===== config.mk =====
export PLATFORM = sky130hd
export DESIGN_NAME = apm_smi_ctrl
export DESIGN_NICKNAME = d
export VERILOG_FILES = /design/src/rtl/apm_smi_pkg.sv /design/src/rtl/apm_cmd_decode.sv /design/src/rtl/apm_cfg_bank.sv /design/src/rtl/apm_mode_ctrl.sv /design/src/rtl/apm_smi_ctrl.sv
export SDC_FILE = /design/constraint.sdc
export NUM_CORES = 1
export LEC_CHECK = 0
export CORE_UTILIZATION = 31
export CTS_CLUSTER_DIAMETER = 50
export DETAILED_ROUTE_END_ITERATION = 16
export GPL_TIMING_DRIVEN = 0
export PLACE_DENSITY = 0.52
export SYNTH_ARGS = -nofsm -noshare
export SYNTH_HDL_FRONTEND = slang
export SYNTH_SLANG_ARGS = --single-unit

===== constraint.sdc =====
create_clock -name clk -period 2.26 [get_ports clk]
set_input_delay 0.226 -clock clk [delete_from_list [all_inputs] [get_ports clk]]
set_output_delay 0.226 -clock clk [all_outputs]
set_load 0.02 [all_outputs]

===== src/rtl/apm_smi_pkg.sv =====
`timescale 1ns/1ps
package apm_smi_pkg;
  localparam int unsigned BYTE_W = 8;
  localparam logic [BYTE_W-1:0] ACPI_ON_CODE  = 8'hF1;
  localparam logic [BYTE_W-1:0] ACPI_OFF_CODE = 8'hF0;

  typedef enum logic [1:0] {
    CMD_NONE  = 2'd0,
    CMD_ON    = 2'd1,
    CMD_OFF   = 2'd2,
    CMD_OTHER = 2'd3
  } apm_cmd_e;
endpackage


===== src/rtl/apm_cmd_decode.sv =====
`timescale 1ns/1ps
module apm_cmd_decode
  import apm_smi_pkg::*;
#(
  parameter int unsigned       DATA_W   = 8,
  parameter logic [DATA_W-1:0] ON_CODE  = ACPI_ON_CODE,
  parameter logic [DATA_W-1:0] OFF_CODE = ACPI_OFF_CODE
) (
  input  logic              wr_en,
  input  logic [DATA_W-1:0] wr_data,
  output apm_cmd_e          kind
);
  always_comb begin
    if (!wr_en)                  kind = CMD_NONE;
    else if (wr_data == ON_CODE)  kind = CMD_ON;
    else if (wr_data == OFF_CODE) kind = CMD_OFF;
    else                         kind = CMD_OTHER;
  end
endmodule


===== src/rtl/apm_cfg_bank.sv =====
`timescale 1ns/1ps
module apm_cfg_bank #(
  parameter int unsigned       ADDR_W   = 8,
  parameter int unsigned       DATA_W   = 8,
  parameter int unsigned       BASE     = 'h58,
  parameter int unsigned       COUNT    = 4,
  parameter int unsigned       GATE_IDX = 3,
  parameter int unsigned       GATE_BIT = 1,
  parameter logic [DATA_W-1:0] SAFE_VAL = 'h02
) (
  input  logic              clk,
  input  logic              rst,
  input  logic              smm_strap,
  input  logic              wr_en,
  input  logic [ADDR_W-1:0] addr,
  input  logic [DATA_W-1:0] wr_data,
  output logic [DATA_W-1:0] rd_data,
  output logic              gate
);
  logic [DATA_W-1:0] bytes_q [COUNT];
  logic [DATA_W-1:0] rd_next;

  for (genvar i = 0; i < int'(COUNT); i++) begin : g_byte
    localparam logic [ADDR_W-1:0] SLOT    = ADDR_W'(BASE + i);
    localparam bit                IS_GATE = (i == int'(GATE_IDX));
    logic [DATA_W-1:0] rst_val;

    assign rst_val = (IS_GATE && !smm_strap) ? SAFE_VAL : '0;

    always_ff @(posedge clk) begin
      if (rst)                          bytes_q[i] <= rst_val;
      else if (wr_en && (addr == SLOT)) bytes_q[i] <= wr_data;
    end
  end

  always_comb begin
    rd_next = '0;
    for (int i = 0; i < int'(COUNT); i++) begin
      if (addr == ADDR_W'(BASE + i)) rd_next = bytes_q[i];
    end
  end

  always_ff @(posedge clk) begin
    if (rst) rd_data <= '0;
    else     rd_data <= rd_next;
  end

  assign gate = bytes_q[GATE_IDX][GATE_BIT];
endmodule


===== src/rtl/apm_mode_ctrl.sv =====
`timescale 1ns/1ps
module apm_mode_ctrl
  import apm_smi_pkg::*;
#(
  parameter int unsigned DATA_W = 8
) (
  input  logic              clk,
  input  logic              rst,
  input  apm_cmd_e          kind,
  input  logic [DATA_W-1:0] wr_data,
  input  logic              gate,
  output logic              sci_en,
  output logic              smi_pulse,
  output logic [DATA_W-1:0] last_val
);
  always_ff @(posedge clk) begin
    if (rst) begin
      sci_en    <= 1'b0;
      smi_pulse <= 1'b0;
      last_val  <= '0;
    end else begin
      smi_pulse <= (kind == CMD_OTHER) && gate;
      case (kind)
        CMD_ON:  sci_en <= 1'b1;
        CMD_OFF: sci_en <= 1'b0;
        default: sci_en <= sci_en;
      endcase
      if (kind != CMD_NONE) last_val <= wr_data;
    end
  end
endmodule


===== src/rtl/apm_smi_ctrl.sv =====
`timescale 1ns/1ps
module apm_smi_ctrl
  import apm_smi_pkg::*;
#(
  parameter int unsigned       DATA_W    = BYTE_W,
  parameter int unsigned       ADDR_W    = 8,
  parameter int unsigned       CFG_BASE  = 'h58,
  parameter int unsigned       CFG_COUNT = 4,
  parameter int unsigned       GATE_IDX  = 3,
  parameter int unsigned       GATE_BIT  = 1,
  parameter logic [DATA_W-1:0] SAFE_VAL  = 'h02,
  parameter logic [DATA_W-1:0] ON_CODE   = ACPI_ON_CODE,
  parameter logic [DATA_W-1:0] OFF_CODE  = ACPI_OFF_CODE
) (
  input  logic              clk,
  input  logic              rst,
  input  logic              smm_strap,
  input  logic              ctl_wr_en,
  input  logic [DATA_W-1:0] ctl_wr_data,
  output logic [DATA_W-1:0] ctl_rd_data,
  input  logic              cfg_wr_en,
  input  logic [ADDR_W-1:0] cfg_addr,
  input  logic [DATA_W-1:0] cfg_wr_data,
  output logic [DATA_W-1:0] cfg_rd_data,
  output logic              smi_pulse,
  output logic              sci_en
);
  apm_cmd_e cmd_kind;
  logic     smi_gate;

  apm_cmd_decode #(
    .DATA_W  (DATA_W),
    .ON_CODE (ON_CODE),
    .OFF_CODE(OFF_CODE)
  ) u_decode (
    .wr_en  (ctl_wr_en),
    .wr_data(ctl_wr_data),
    .kind   (cmd_kind)
  );

  apm_cfg_bank #(
    .ADDR_W  (ADDR_W),
    .DATA_W  (DATA_W),
    .BASE    (CFG_BASE),
    .COUNT   (CFG_COUNT),
    .GATE_IDX(GATE_IDX),
    .GATE_BIT(GATE_BIT),
    .SAFE_VAL(SAFE_VAL)
  ) u_bank (
    .clk      (clk),
    .rst      (rst),
    .smm_strap(smm_strap),
    .wr_en    (cfg_wr_en),
    .addr     (cfg_addr),
    .wr_data  (cfg_wr_data),
    .rd_data  (cfg_rd_data),
    .gate     (smi_gate)
  );

  apm_mode_ctrl #(
    .DATA_W(DATA_W)
  ) u_mode (
    .clk      (clk),
    .rst      (rst),
    .kind     (cmd_kind),
    .wr_data  (ctl_wr_data),
    .gate     (smi_gate),
    .sci_en   (sci_en),
    .smi_pulse(smi_pulse),
    .last_val (ctl_rd_data)
  );
endmodule


==> results of run 1 <==
==> Yosys cell counts, types with 2 or more instances <==
cell / n / area share (%)
clkbuf_1: 3 / 0.51
o21ai_0: 2 / 0.45
dfxtp_1: 18 / 16
a21o_1: 2 / 0.68
nor2_1: 11 / 1.9
nor3_4: 2 / 1.5
and2_1: 30 / 8.5
ha_1: 3 / 1.7
mux2i_1: 9 / 4.1
buf_6: 2 / 1.0
mux4_2: 7 / 7.1
o21a_1: 2 / 0.68
nor2b_1: 8 / 2.3
a31o_2: 2 / 0.79
inv_1: 2 / 0.34
nor4_4: 2 / 1.9
edfxtp_1: 32 / 43
==> state kept, by name (all words and copies together) (netlist names) <==
register and cells:
u_mode.last_val 8, u_mode.sci_en 1, u_mode.smi_pulse 1, u_bank.bytes_q 32, u_bank.rd_data 8
==> power by group through the flow <==
stage | sequential (mW) | clock (mW) | combinational [mW]
finish | 1.02 | 0.629 | 0.207
global route | 1.03 | 0.673 | 0.222
CTS | 1.02 | 0.645 | 0.209
detailed placement | 1.05 | 0 | 0.208
global placement | 1.04 | 0 | 0.202
floorplan | 1.06 | 0 | 0.0913
==> worst reg2reg max path: cells and delay by family, from the launching register on <==
| kind | cells | cell delay (ps) |
|---|---|---|
| AND/OR/NAND/NOR | 1 | 150 |
| multiplexers | 1 | 460 |
| flip-flops | 1 | 400 |
==> layer usage <==
metal | up-vias | wire length, µm
met4 | 0 | 105
met3 | 9 | 194
met1 | 675 | 1630
met5 | - | 0
li1 | 657 | -
met2 | 34 | 2650
==> area by class of cell <==
| class | instances | share of cell area [%] |
|---|---|---|
| buffer | 6 | 1.47 |
| clock inverter | 1 | 1.04 |
| multi-input combinational | 94 | 29.0 |
| inverter | 2 | 0.260 |
| timing repair buffer | 45 | 15.6 |
| tap | 96 | 4.16 |
| clock buffer | 7 | 2.64 |
| sequential | 50 | 45.8 |
==> what timing repair did <==
item / 4_1_cts / 5_1_grt
resized for setup: 0 / 2
pin swaps: 0 / 1
hold endpoints to repair: 0 / 0
setup endpoints to repair: 8 / 8
==> kinds of logic (layout without fill, tap and decap cells) <==
group / count (synthesis) / in the layout / share of synthesized area (%)
AO/OA/AOI/OAI: 9 / 9 / 2.94
adder cells (fa/ha/maj): 3 / 3 / 1.70
flip-flops: 50 / 50 / 59.8
multiplexers: 17 / 17 / 12.4
AND/OR/NAND/NOR: 65 / 65 / 20.8
buffers and inverters: 9 / 61 / 2.43
==> path summary, 6_finish.rpt <==
check	startpoint	to	slack [ps]	cells past startpoint
worst max-delay path	ctl_wr_data[4]	u_mode.last_val[2]	240	7
worst min-delay path	rst	u_mode.sci_en	310	2
worst max register to register	u_bank.bytes_q[3][1]	u_bank.rd_data[1]	1150	2
worst min register to register	u_mode.sci_en	u_mode.sci_en	500	2
==> metrics by stage <==
step / worst slack (ps) / cell area [µm²] / TNS [ps]
after CTS: 10.7 / 2880 / 0
after global routing: 48.1 / 2890 / 0
after detailed placement: -467 / 2780 / -3660
after global placement: -316 / 2780 / -2500
after floorplan: 445 / 2210 / 0
final: 241 / 2890 / 0
==> run metrics, run 1 <==
run status=finished clean; Sw Share=21.7%; CP Cell Sequence=clkdlybuf4s50_1, nor4bb_1, nand4b_1, o21ai_1, ha_2, mux2i_1, nor2_1; worst vdd rail ir drop=0.000231 V; Yosys reg bits=50; share of the clock period used by the worst path after layout=89.3%; portion of total power attributed to combinational logic=11.1%; Layout Utilization=42.3%; final routed wire length divided by cell count=15.2 µm; number of cell rows=30; GRT met2 Usage=26.0%; Final nets=236; number of different library cells in the post-synthesis netlist=33; slew of the pin with the lowest slew margin=516 ps; pin count of the biggest net entering global routing=15; Residual DRC=0; Port-buffer cells=45; average footprint of a synthesized cell=14.5 µm²; cell with the biggest individual delay on the critical path=clkdlybuf4s50_1; clock net sink count=50; clock network power share=33.8%; number of setup violations in the final report=0; RSZ-0062 raised after global routing=false; hold buffers post-CTS=0; GRT Overall Usage=13.2%; final number of max-transition violations=0; kind of end point of the critical path=register; residual overflow from global routing=0; maximum achievable frequency=495 MHz; number of enable-type register cells in the synthesized netlist=32; shortest period the worst path allows=2020 ps; share of synthesized area occupied by flip-flops and latches=59.8%; number of cells in the design after placement=294; IO Pins=47; Final Hold Fails=0; final hold slack=310 ps; share of layout cells above drive strength 1=13.2%; Initial DRC Count=31; starting density of the core=32.4%; number of nets produced by synthesis=185; data required time at the worst endpoint=2450 ps; H-tree level count=2; clock tree from TritonCTS=yes; deepest clock path buffer count=2; largest delay contributor family on the critical path=simple AND/OR/NAND/NOR gates; slowest cell delay on critical path=490 ps; final antenna-violating net count=0; area of the core region=6830 µm²; net switching power=0.403 mW; post-synth design cell area=2210 µm²; number of maximum-capacitance constraint violations=0; total via count in the routed design=1375; Area Overhead vs Synth=30.6%; Worst Path Buf+Inv=1; Worst-Skew Late Latency=310 ps; FF/Latch Area=1320 µm²; final RePlAce weighted congestion=0.733; Async S/R FF share, synth=0%; TritonCTS Buffers=5; per-cell via count in the routed design=4.57; crit path DAT=2210 ps; Leak Pwr=1.04 nW; element type at the critical path start=primary input; area used by multi-input combinational logic=838 µm²; count of warnings emitted by yosys=0; DIE WIDTH=86.5 µm; Synth Instances=153; Top Usage Layer GRT=met2; count of TritonRoute iterations in the first routing pass=4; vias in the first global route=1415; met1 usage=12.3%; most common cell after layout, fill and taps aside=clkdlybuf4s50_1; total power density per cell area=644 nW/µm²; kind of critical path=in2reg; total length of routed wires=4580 µm; Die Y-Extent=86.5 µm; antenna violations before repair=0; type of the most critical hold path=in2reg; worst clock skew on the final layout=2.69 ps; Worst-path clk slew=90 ps; met3 demand-to-capacity share in global routing=3.43%; post-route total power=1.86 mW; Clock Tree Root=clkbuf_8; commonest non-fill, non-tap cells in the layout=45 x clkdlybuf4s50_1, 32 x edfxtp_1, 30 x and2_1; Post-CTS Setup Repair Bufs=0; Final Instance Count excl. Fillers=301; Internal Dissipation=1.46 mW; fillcell total=651; worst-path maximum fanout=8; detailed placer's ending HPWL=3250 µm; worst-case headroom to the max-slew limit=65.3%; diodes inserted=0; first-pass GRT wire length=7020 µm; dominant register cell in the synthesized netlist=edfxtp_1; proportion of power drawn by flip-flops and latches=55.0%; Total Die Area=7470 µm²
Power figures use the tool's default switching activity.
==> run 2: changes to the inputs <==
--- a/config.mk
+++ b/config.mk
@@ -5,11 +5,12 @@
 export SDC_FILE = /design/constraint.sdc
 export NUM_CORES = 1
 export LEC_CHECK = 0
-export CORE_UTILIZATION = 31
+export CORE_UTILIZATION = 50
 export CTS_CLUSTER_DIAMETER = 50
+export CTS_CLUSTER_SIZE = 16
 export DETAILED_ROUTE_END_ITERATION = 16
 export GPL_TIMING_DRIVEN = 0
-export PLACE_DENSITY = 0.52
+export PLACE_DENSITY = 0.78
 export SYNTH_ARGS = -nofsm -noshare
 export SYNTH_HDL_FRONTEND = slang
 export SYNTH_SLANG_ARGS = --single-unit
==> run metrics, run 2 (synthesis results as in run 1) <==
run status=finished clean; share of the clock period used by the worst path after layout=91.3% (+2.0 points); max reg flops=32 (unchanged); Area Overhead vs Synth=27.1%; kind of critical path=in2reg; worst-path maximum fanout=8 (unchanged); Setup TNS=0 ps (unchanged); Total Die Area=4690 µm² (-37%); clock network power share=29.9% (-3.9 points); IO Pins=47 (unchanged); slew of the pin with the lowest slew margin=473 ps (-43.8 ps); antenna violations before repair=0 (unchanged); Die Y-Extent=68.5 µm (-21%); GRT Overall Usage=21.1% (+8.0 points); Final nets=236 (unchanged); count of TritonRoute iterations in the first routing pass=4 (unchanged); element type at the critical path start=primary input; number of setup violations in the final report=0 (unchanged); crit path DAT=2250 ps (+40 ps); shortest period the worst path allows=2060 ps (+45.6 ps); Port-buffer cells=45 (unchanged); post-cts resize count=0 (unchanged); Post-CTS Setup Repair Bufs=0 (unchanged); type of the most critical hold path=in2reg; Worst-path clk slew=90 ps (about the same); slowest cell delay on critical path=480 ps (about the same); cell with the biggest individual delay on the critical path=clkdlybuf4s50_1; Worst Setup Slack, final=196 ps (-45.6 ps); total via count in the routed design=1365 (-0.73%); Leak Pwr=1.03 nW (-0.66%); maximum achievable frequency=484 MHz (-2.2%); Residual DRC=0 (unchanged); starting density of the core=53.7% (+21 points); Setup Slack @ Placement=-404 ps (+63.0 ps); commonest non-fill, non-tap cells in the layout=45 x clkdlybuf4s50_1, 32 x edfxtp_1, 30 x and2_1; data required time at the worst endpoint=2440 ps (about the same); final RePlAce weighted congestion=0.766 (+4.5%); TritonCTS Buffers=5 (unchanged); pin count of the biggest net entering global routing=17 (+2); registers with the most flip-flops=u_bank.bytes_q: 32 flops, u_bank.rd_data: 8 flops, u_mode.last_val: 8 flops; number of cell rows=23 (-23%); net switching power=0.408 mW (+1.2%); worst-case headroom to the max-slew limit=68.3% (+2.9 points); Sw Share=23.3% (+1.6 points); area of the core region=4120 µm² (-40%); hold buffers post-CTS=0 (unchanged); Worst Path Buf+Inv=1 (unchanged); H-tree level count=2 (unchanged); final antenna-violating net count=0 (unchanged); residual overflow from global routing=0 (unchanged); number of maximum-capacitance constraint violations=0 (unchanged); Final Hold Fails=0 (unchanged); diodes inserted=0 (unchanged); portion of total power attributed to combinational logic=11.7% (+0.6 points); kind of end point of the critical path=register; Post-DP Area=2720 µm² (-2.1%); Clock Tree Root=clkbuf_8; fillcell total=303 (-53%); Internal Dissipation=1.35 mW (-7.6%); CP Cell Sequence=clkdlybuf4s50_1, nor4bb_1, nand4b_1, o21ai_0, ha_2, mux2i_1, nor2_1; share of layout cells above drive strength 1=13.7% (+0.49 points); clock tree from TritonCTS=yes; total length of routed wires=4260 µm (-7.0%); RSZ-0062 raised after global routing=false; deepest clock path buffer count=2 (unchanged); clock net sink count=50 (unchanged); largest delay contributor family on the critical path=simple AND/OR/NAND/NOR gates; Worst-Skew Late Latency=300 ps (about the same); proportion of power drawn by flip-flops and latches=58.4% (+3.4 points); final number of max-transition violations=0 (unchanged); post-layout instance area=2810 µm² (-2.7%); worst clock skew on the final layout=2.62 ps (-0.0748 ps); Initial DRC Count=51 (+65%); final routed wire length divided by cell count=16.7 µm (+9.8%); DIE WIDTH=68.5 µm (-21%); vias in the first global route=1401 (-0.99%); detailed placer's ending HPWL=3140 µm (-3.5%); per-cell via count in the routed design=5.35 (+17%); total power density per cell area=625 nW/µm² (-3.0%); first-pass GRT wire length=6680 µm (-4.9%); most common cell after layout, fill and taps aside=clkdlybuf4s50_1; register with the most flip-flops=u_bank.bytes_q; worst vdd rail ir drop=0.000350 V (+52%)
==> run 2: cell count changes in the layout (fill, tap and decap cells not counted) <==
cell       before  now
o21ai_0         1    2
bufinv_16       1    0
inv_6           0    1
o21ai_1         1    0
clkinv_2        0    1
clkbuf_1        4    3
==> run 2: metal layers <==
layer | vias up | track usage, % | wire length (µm)
met5 | - | 0 | 0
li1 | 660 | - | -
met2 | 30 | 40.1 | 2470
met3 | 7 | 5.92 | 135
met1 | 668 | 22.2 | 1590
met4 | 0 | 7.03 | 63
==> run 2: area by class of cell <==
type                            instances  area [µm²]  share of cell area [%]
Buffer                                  6        42.5                    1.51
Clock buffer                            6        72.6                    2.58
Clock inverter                          2        13.8                   0.490
Inverter                                2        7.51                   0.267
Multi-Input combinational cell         94         838                    29.8
Sequential cell                        50        1320                    47.0
Tap cell                               50        62.6                    2.23
Timing Repair Buffer                   45         450                    16.0
==> run 2: through the flow <==
| stage | total power, mW | hold WS (ps) | utilization, % | instances |
|---|---|---|---|---|
| after global routing | 1.82 | 367 | 68.3 | 255 |
| final | 1.75 | 312 | 68.3 | 255 |
| after global placement | 1.24 | 474 | 66.2 | 248 |
| after CTS | 1.76 | 317 | 68.2 | 255 |
| after detailed placement | 1.25 | 486 | 66.2 | 248 |
| after floorplan | 1.15 | 370 | - | 153 |
==> run 2: worst paths after layout <==
kind | start | endpoint | slack [ps] | cells past startpoint
setup reg to reg | u_bank.bytes_q[3][1] | u_bank.rd_data[1] | 1140 | 2
hold / removal | rst | u_mode.sci_en | 310 | 2
setup / recovery | ctl_wr_data[4] | u_mode.last_val[0] | 200 | 7
hold reg to reg | u_mode.last_val[4] | u_mode.last_val[4] | 510 | 2
==> run 2: worst register-to-register path: cells and delay by family (launching register included) <==
family / cells / cell delay [ps]
simple gates: 1 / 160
mux: 1 / 470
flops: 1 / 400
==> run 2: power groups by stage <==
stage               Combinational (mW)  Sequential (mW)  Clock (mW)
finish                           0.205             1.02       0.525
floorplan                       0.0913             1.06           0
CTS                              0.206             1.02       0.528
detailed placement               0.205             1.05           0
global placement                 0.199             1.04           0
global route                     0.221             1.03       0.569
==> run 3: changes to the inputs <==
--- a/config.mk
+++ b/config.mk
@@ -5,12 +5,16 @@
 export SDC_FILE = /design/constraint.sdc
 export NUM_CORES = 1
 export LEC_CHECK = 0
-export CORE_UTILIZATION = 50
+export ABC_AREA = 1
+export CELL_PAD_IN_SITES_DETAIL_PLACEMENT = 2
+export CELL_PAD_IN_SITES_GLOBAL_PLACEMENT = 2
+export CORE_UTILIZATION = 30
 export CTS_CLUSTER_DIAMETER = 50
 export CTS_CLUSTER_SIZE = 16
 export DETAILED_ROUTE_END_ITERATION = 16
 export GPL_TIMING_DRIVEN = 0
-export PLACE_DENSITY = 0.78
+export PLACE_DENSITY = 0.77
 export SYNTH_ARGS = -nofsm -noshare
 export SYNTH_HDL_FRONTEND = slang
 export SYNTH_SLANG_ARGS = --single-unit
+export TNS_END_PERCENT = 20
==> run metrics, run 3 <==
GRT Overall Usage=18.5% (-2.7 points); Clock Tree Root=clkbuf_8; Total Die Area=7970 µm² (+70%); final antenna-violating net count=0 (unchanged); clock network power share=32.3% (+2.4 points); Final nets=340 (+44%); residual overflow from global routing=0 (unchanged); final RePlAce weighted congestion=0.716 (-6.5%); number of cells in the design after placement=400 (+61%); type of the most critical hold path=in2reg; Final Hold Fails=0 (unchanged); net switching power=0.433 mW (+6.1%); clock tree from TritonCTS=yes; Post-CTS Setup Repair Bufs=0 (unchanged); clock net sink count=50 (unchanged); detailed placer's ending HPWL=4690 µm (+49%); cell with the most instances after synthesis=nor2_1; maximum achievable frequency=518 MHz (+7.0%); number of setup violations in the final report=0 (unchanged); share of synthesized area occupied by flip-flops and latches=57.8% (-2.0 points); Leak Pwr=1.25 nW (+21%); count of warnings emitted by yosys=0 (unchanged); final routed wire length divided by cell count=15.7 µm (-6.1%); worst clock skew on the final layout=5.20 ps (+2.59 ps); final number of max-transition violations=0 (unchanged); kind of critical path=in2reg; number of enable-type register cells in the synthesized netlist=32 (unchanged); Hold Path Sink=u_mode.smi_pulse; worst reg-to-reg path cell count=6 (+4); Residual DRC=0 (unchanged); kind of end point of the critical path=register; worst-case headroom to the max-slew limit=63.6% (-4.6 points); worst vdd rail ir drop=0.000197 V (-44%); H-tree level count=2 (unchanged); number of nets produced by synthesis=288 (+56%); antenna violations before repair=0 (unchanged); Final Instance Count excl. Fillers=408 (+60%); IO Pins=47 (unchanged); worst-path maximum fanout=9 (+1); register with the most flip-flops=u_bank.bytes_q; minimum setup slack among reg-to-reg paths=1390 ps (+250 ps); vias in the first global route=2039 (+46%); Yosys reg bits=50 (unchanged); per-cell via count in the routed design=4.65 (-13%); pin count of the biggest net entering global routing=16 (-1); registers with the most flip-flops=u_bank.bytes_q: 32 flops, u_bank.rd_data: 8 flops, u_mode.last_val: 8 flops; Post-DP Area=2860 µm² (+5.0%); total via count in the routed design=1899 (+39%); number of maximum-capacitance constraint violations=0 (unchanged); startpoint of the lowest-slack register-to-register path=u_bank.bytes_q[0][0]; max reg flops=32 (unchanged); total power density per cell area=612 nW/µm² (-1.9%); number of cell rows=31 (+35%); diodes inserted=0 (unchanged); Worst-Skew Late Latency=300 ps (about the same); Area Overhead vs Synth=30.0%; Port-buffer cells=45 (unchanged); shortest period the worst path allows=1930 ps (-135 ps); share of layout cells above drive strength 1=8.74% (-4.9 points); element type at the critical path start=primary input; deepest clock path buffer count=2 (unchanged); dominant register cell in the synthesized netlist=edfxtp_1; average footprint of a synthesized cell=8.93 µm² (-38%); DIE WIDTH=89.3 µm (+30%); Internal Dissipation=1.39 mW (+3.1%); proportion of power drawn by flip-flops and latches=56.5% (-1.9 points); total length of routed wires=6390 µm (+50%); count of TritonRoute iterations in the first routing pass=4 (unchanged); reg-to-reg critical path endpoint=u_bank.rd_data[0]; Worst-path clk slew=90 ps (about the same); portion of total power attributed to combinational logic=11.2% (-0.5 points); post-synth design cell area=2290 µm² (+3.4%); most common cell after layout, fill and taps aside=nor2_1; run status=finished clean; Worst Hold Depth=2 (unchanged); data required time at the worst endpoint=2460 ps (+20 ps); area share of the leading cell type in the synthesized netlist=42.0% (-1.4 points); Sw Share=23.8% (+0.52 points); number of different library cells in the post-synthesis netlist=23 (-30%); Worst Setup Slack, final=330 ps (+135 ps); Die Y-Extent=89.3 µm (+30%); crit path DAT=2130 ps (-120 ps); RSZ-0062 raised after global routing=false; Setup Slack @ Placement=-614 ps (-210 ps); leading post-synthesis cells by cell area=edfxtp_1 42%, dfxtp_1 16%, nor2_1 12%; commonest non-fill, non-tap cells in the layout=74 x nor2_1, 45 x clkdlybuf4s50_1, 41 x nand2_1; commonest cells in the netlist=74 x nor2_1, 41 x nand2_1, 32 x edfxtp_1; starting density of the core=31.3% (-22 points); most area-hungry cell type in the Yosys netlist=edfxtp_1; startpoint of the most critical hold path=rst; area of the core region=7290 µm² (+77%); Synth Instances=256 (+67%); first-pass GRT wire length=10600 µm (+58%); Setup TNS=0 ps (unchanged); post-layout instance area=2970 µm² (+5.8%); TritonCTS Buffers=5 (unchanged); share of the clock period used by the worst path after layout=85.4% (-6.0 points); Initial DRC Count=68 (+33%); slew of the pin with the lowest slew margin=546 ps (+73.1 ps); Async S/R FF share, synth=0% (unchanged)
[run 3: changes by cell type after synthesis, sizes merged, moves of 3 or more]
cell | before | now
nor2 | 11 | 79
nand2 | 1 | 43
and2 | 30 | 0
inv | 2 | 28
nand3 | 0 | 19
o21ai | 2 | 19
mux2i | 9 | 0
nor2b | 9 | 0
mux4 | 8 | 0
a21oi | 0 | 4
nor4 | 3 | 0
[run 3: cell type report]
class | count | area, µm²
plain buffers | 7 | 55.1
inverters | 29 | 113
well taps | 99 | 124
repair buffers | 45 | 450
multi-input cells | 170 | 805
flip-flops and latches | 50 | 1320
clock inverters | 1 | 7.51
clock buffers | 7 | 97.6
fillers | 833 | 4320
[run 3: worst max-delay path by stage]
stage                         startpoint                    to  slack (ps)  cells after the start
after CTS                    cfg_addr[4]  u_bank.bytes_q[3][3]         110                      6
after detailed placement     cfg_addr[4]  u_bank.bytes_q[3][4]        -610                      6
after global routing      ctl_wr_data[4]    u_mode.last_val[0]          30                     11
after floorplan              cfg_addr[2]  u_bank.bytes_q[3][0]         510                      6
final                     ctl_wr_data[4]    u_mode.last_val[0]         330                     11
after global placement       cfg_addr[1]  u_bank.bytes_q[3][4]        -530                      6
[run 3: power by group through the flow]
| stage | clock network, mW | logic, mW | registers, mW |
|---|---|---|---|
| final | 0.588 | 0.204 | 1.03 |
| after global routing | 0.640 | 0.225 | 1.03 |
| after CTS | 0.604 | 0.206 | 1.03 |
| after detailed placement | 0 | 0.205 | 1.05 |
| after global placement | 0 | 0.198 | 1.05 |
| after floorplan | 0 | 0.0793 | 1.06 |
[run 3: what timing repair did]
item                       in CTS  in global routing
pin swaps                       0                  0
hold endpoints to repair        0                  0
setup endpoints to repair       8                  3
hold buffers                    0                  0
gates resized for setup         1                  2
[run 3: routing by layer]
metal | vias to the layer above | track usage [%] | part of all wire [%]
met1 | 941 | 21.8 | 42
li1 | 920 | - | -
met2 | 33 | 34.4 | 53
met4 | 0 | 3.90 | 0.91
met3 | 5 | 4.06 | 3.6
met5 | - | 0 | 0
[run 3: cells by family (layout without fill, tap and decap cells)]
group / after synthesis / after routing / share of synthesized area, %
adders and majority gates: 3 / 3 / 1.64
AOI/OAI and AO/OA: 23 / 23 / 5.04
buffers and inverters: 36 / 89 / 7.17
DFF: 50 / 50 / 57.8
and+or+nand+nor: 144 / 144 / 28.4
[run 3: metrics by stage]
| step | total power [mW] | utilization (%) | hold slack [ps] |
|---|---|---|---|
| after global routing | 1.90 | 40.8 | 485 |
| after global placement | 1.24 | 39.2 | 465 |
| after CTS | 1.84 | 40.7 | 479 |
| after detailed placement | 1.25 | 39.2 | 480 |
| after floorplan | 1.14 | - | 298 |
| final | 1.82 | 40.8 | 484 |
[run 3: critical path, stage by stage]
cell	delay (ps)
clkdlybuf4s50_1	480
nand2_1	50
nor2_1	90
nand2_1	60
nor2_1	140
a21oi_1	150
inv_1	80
ha_1	330
clkinvlp_4	270
o21ai_0	200
a21oi_1	60
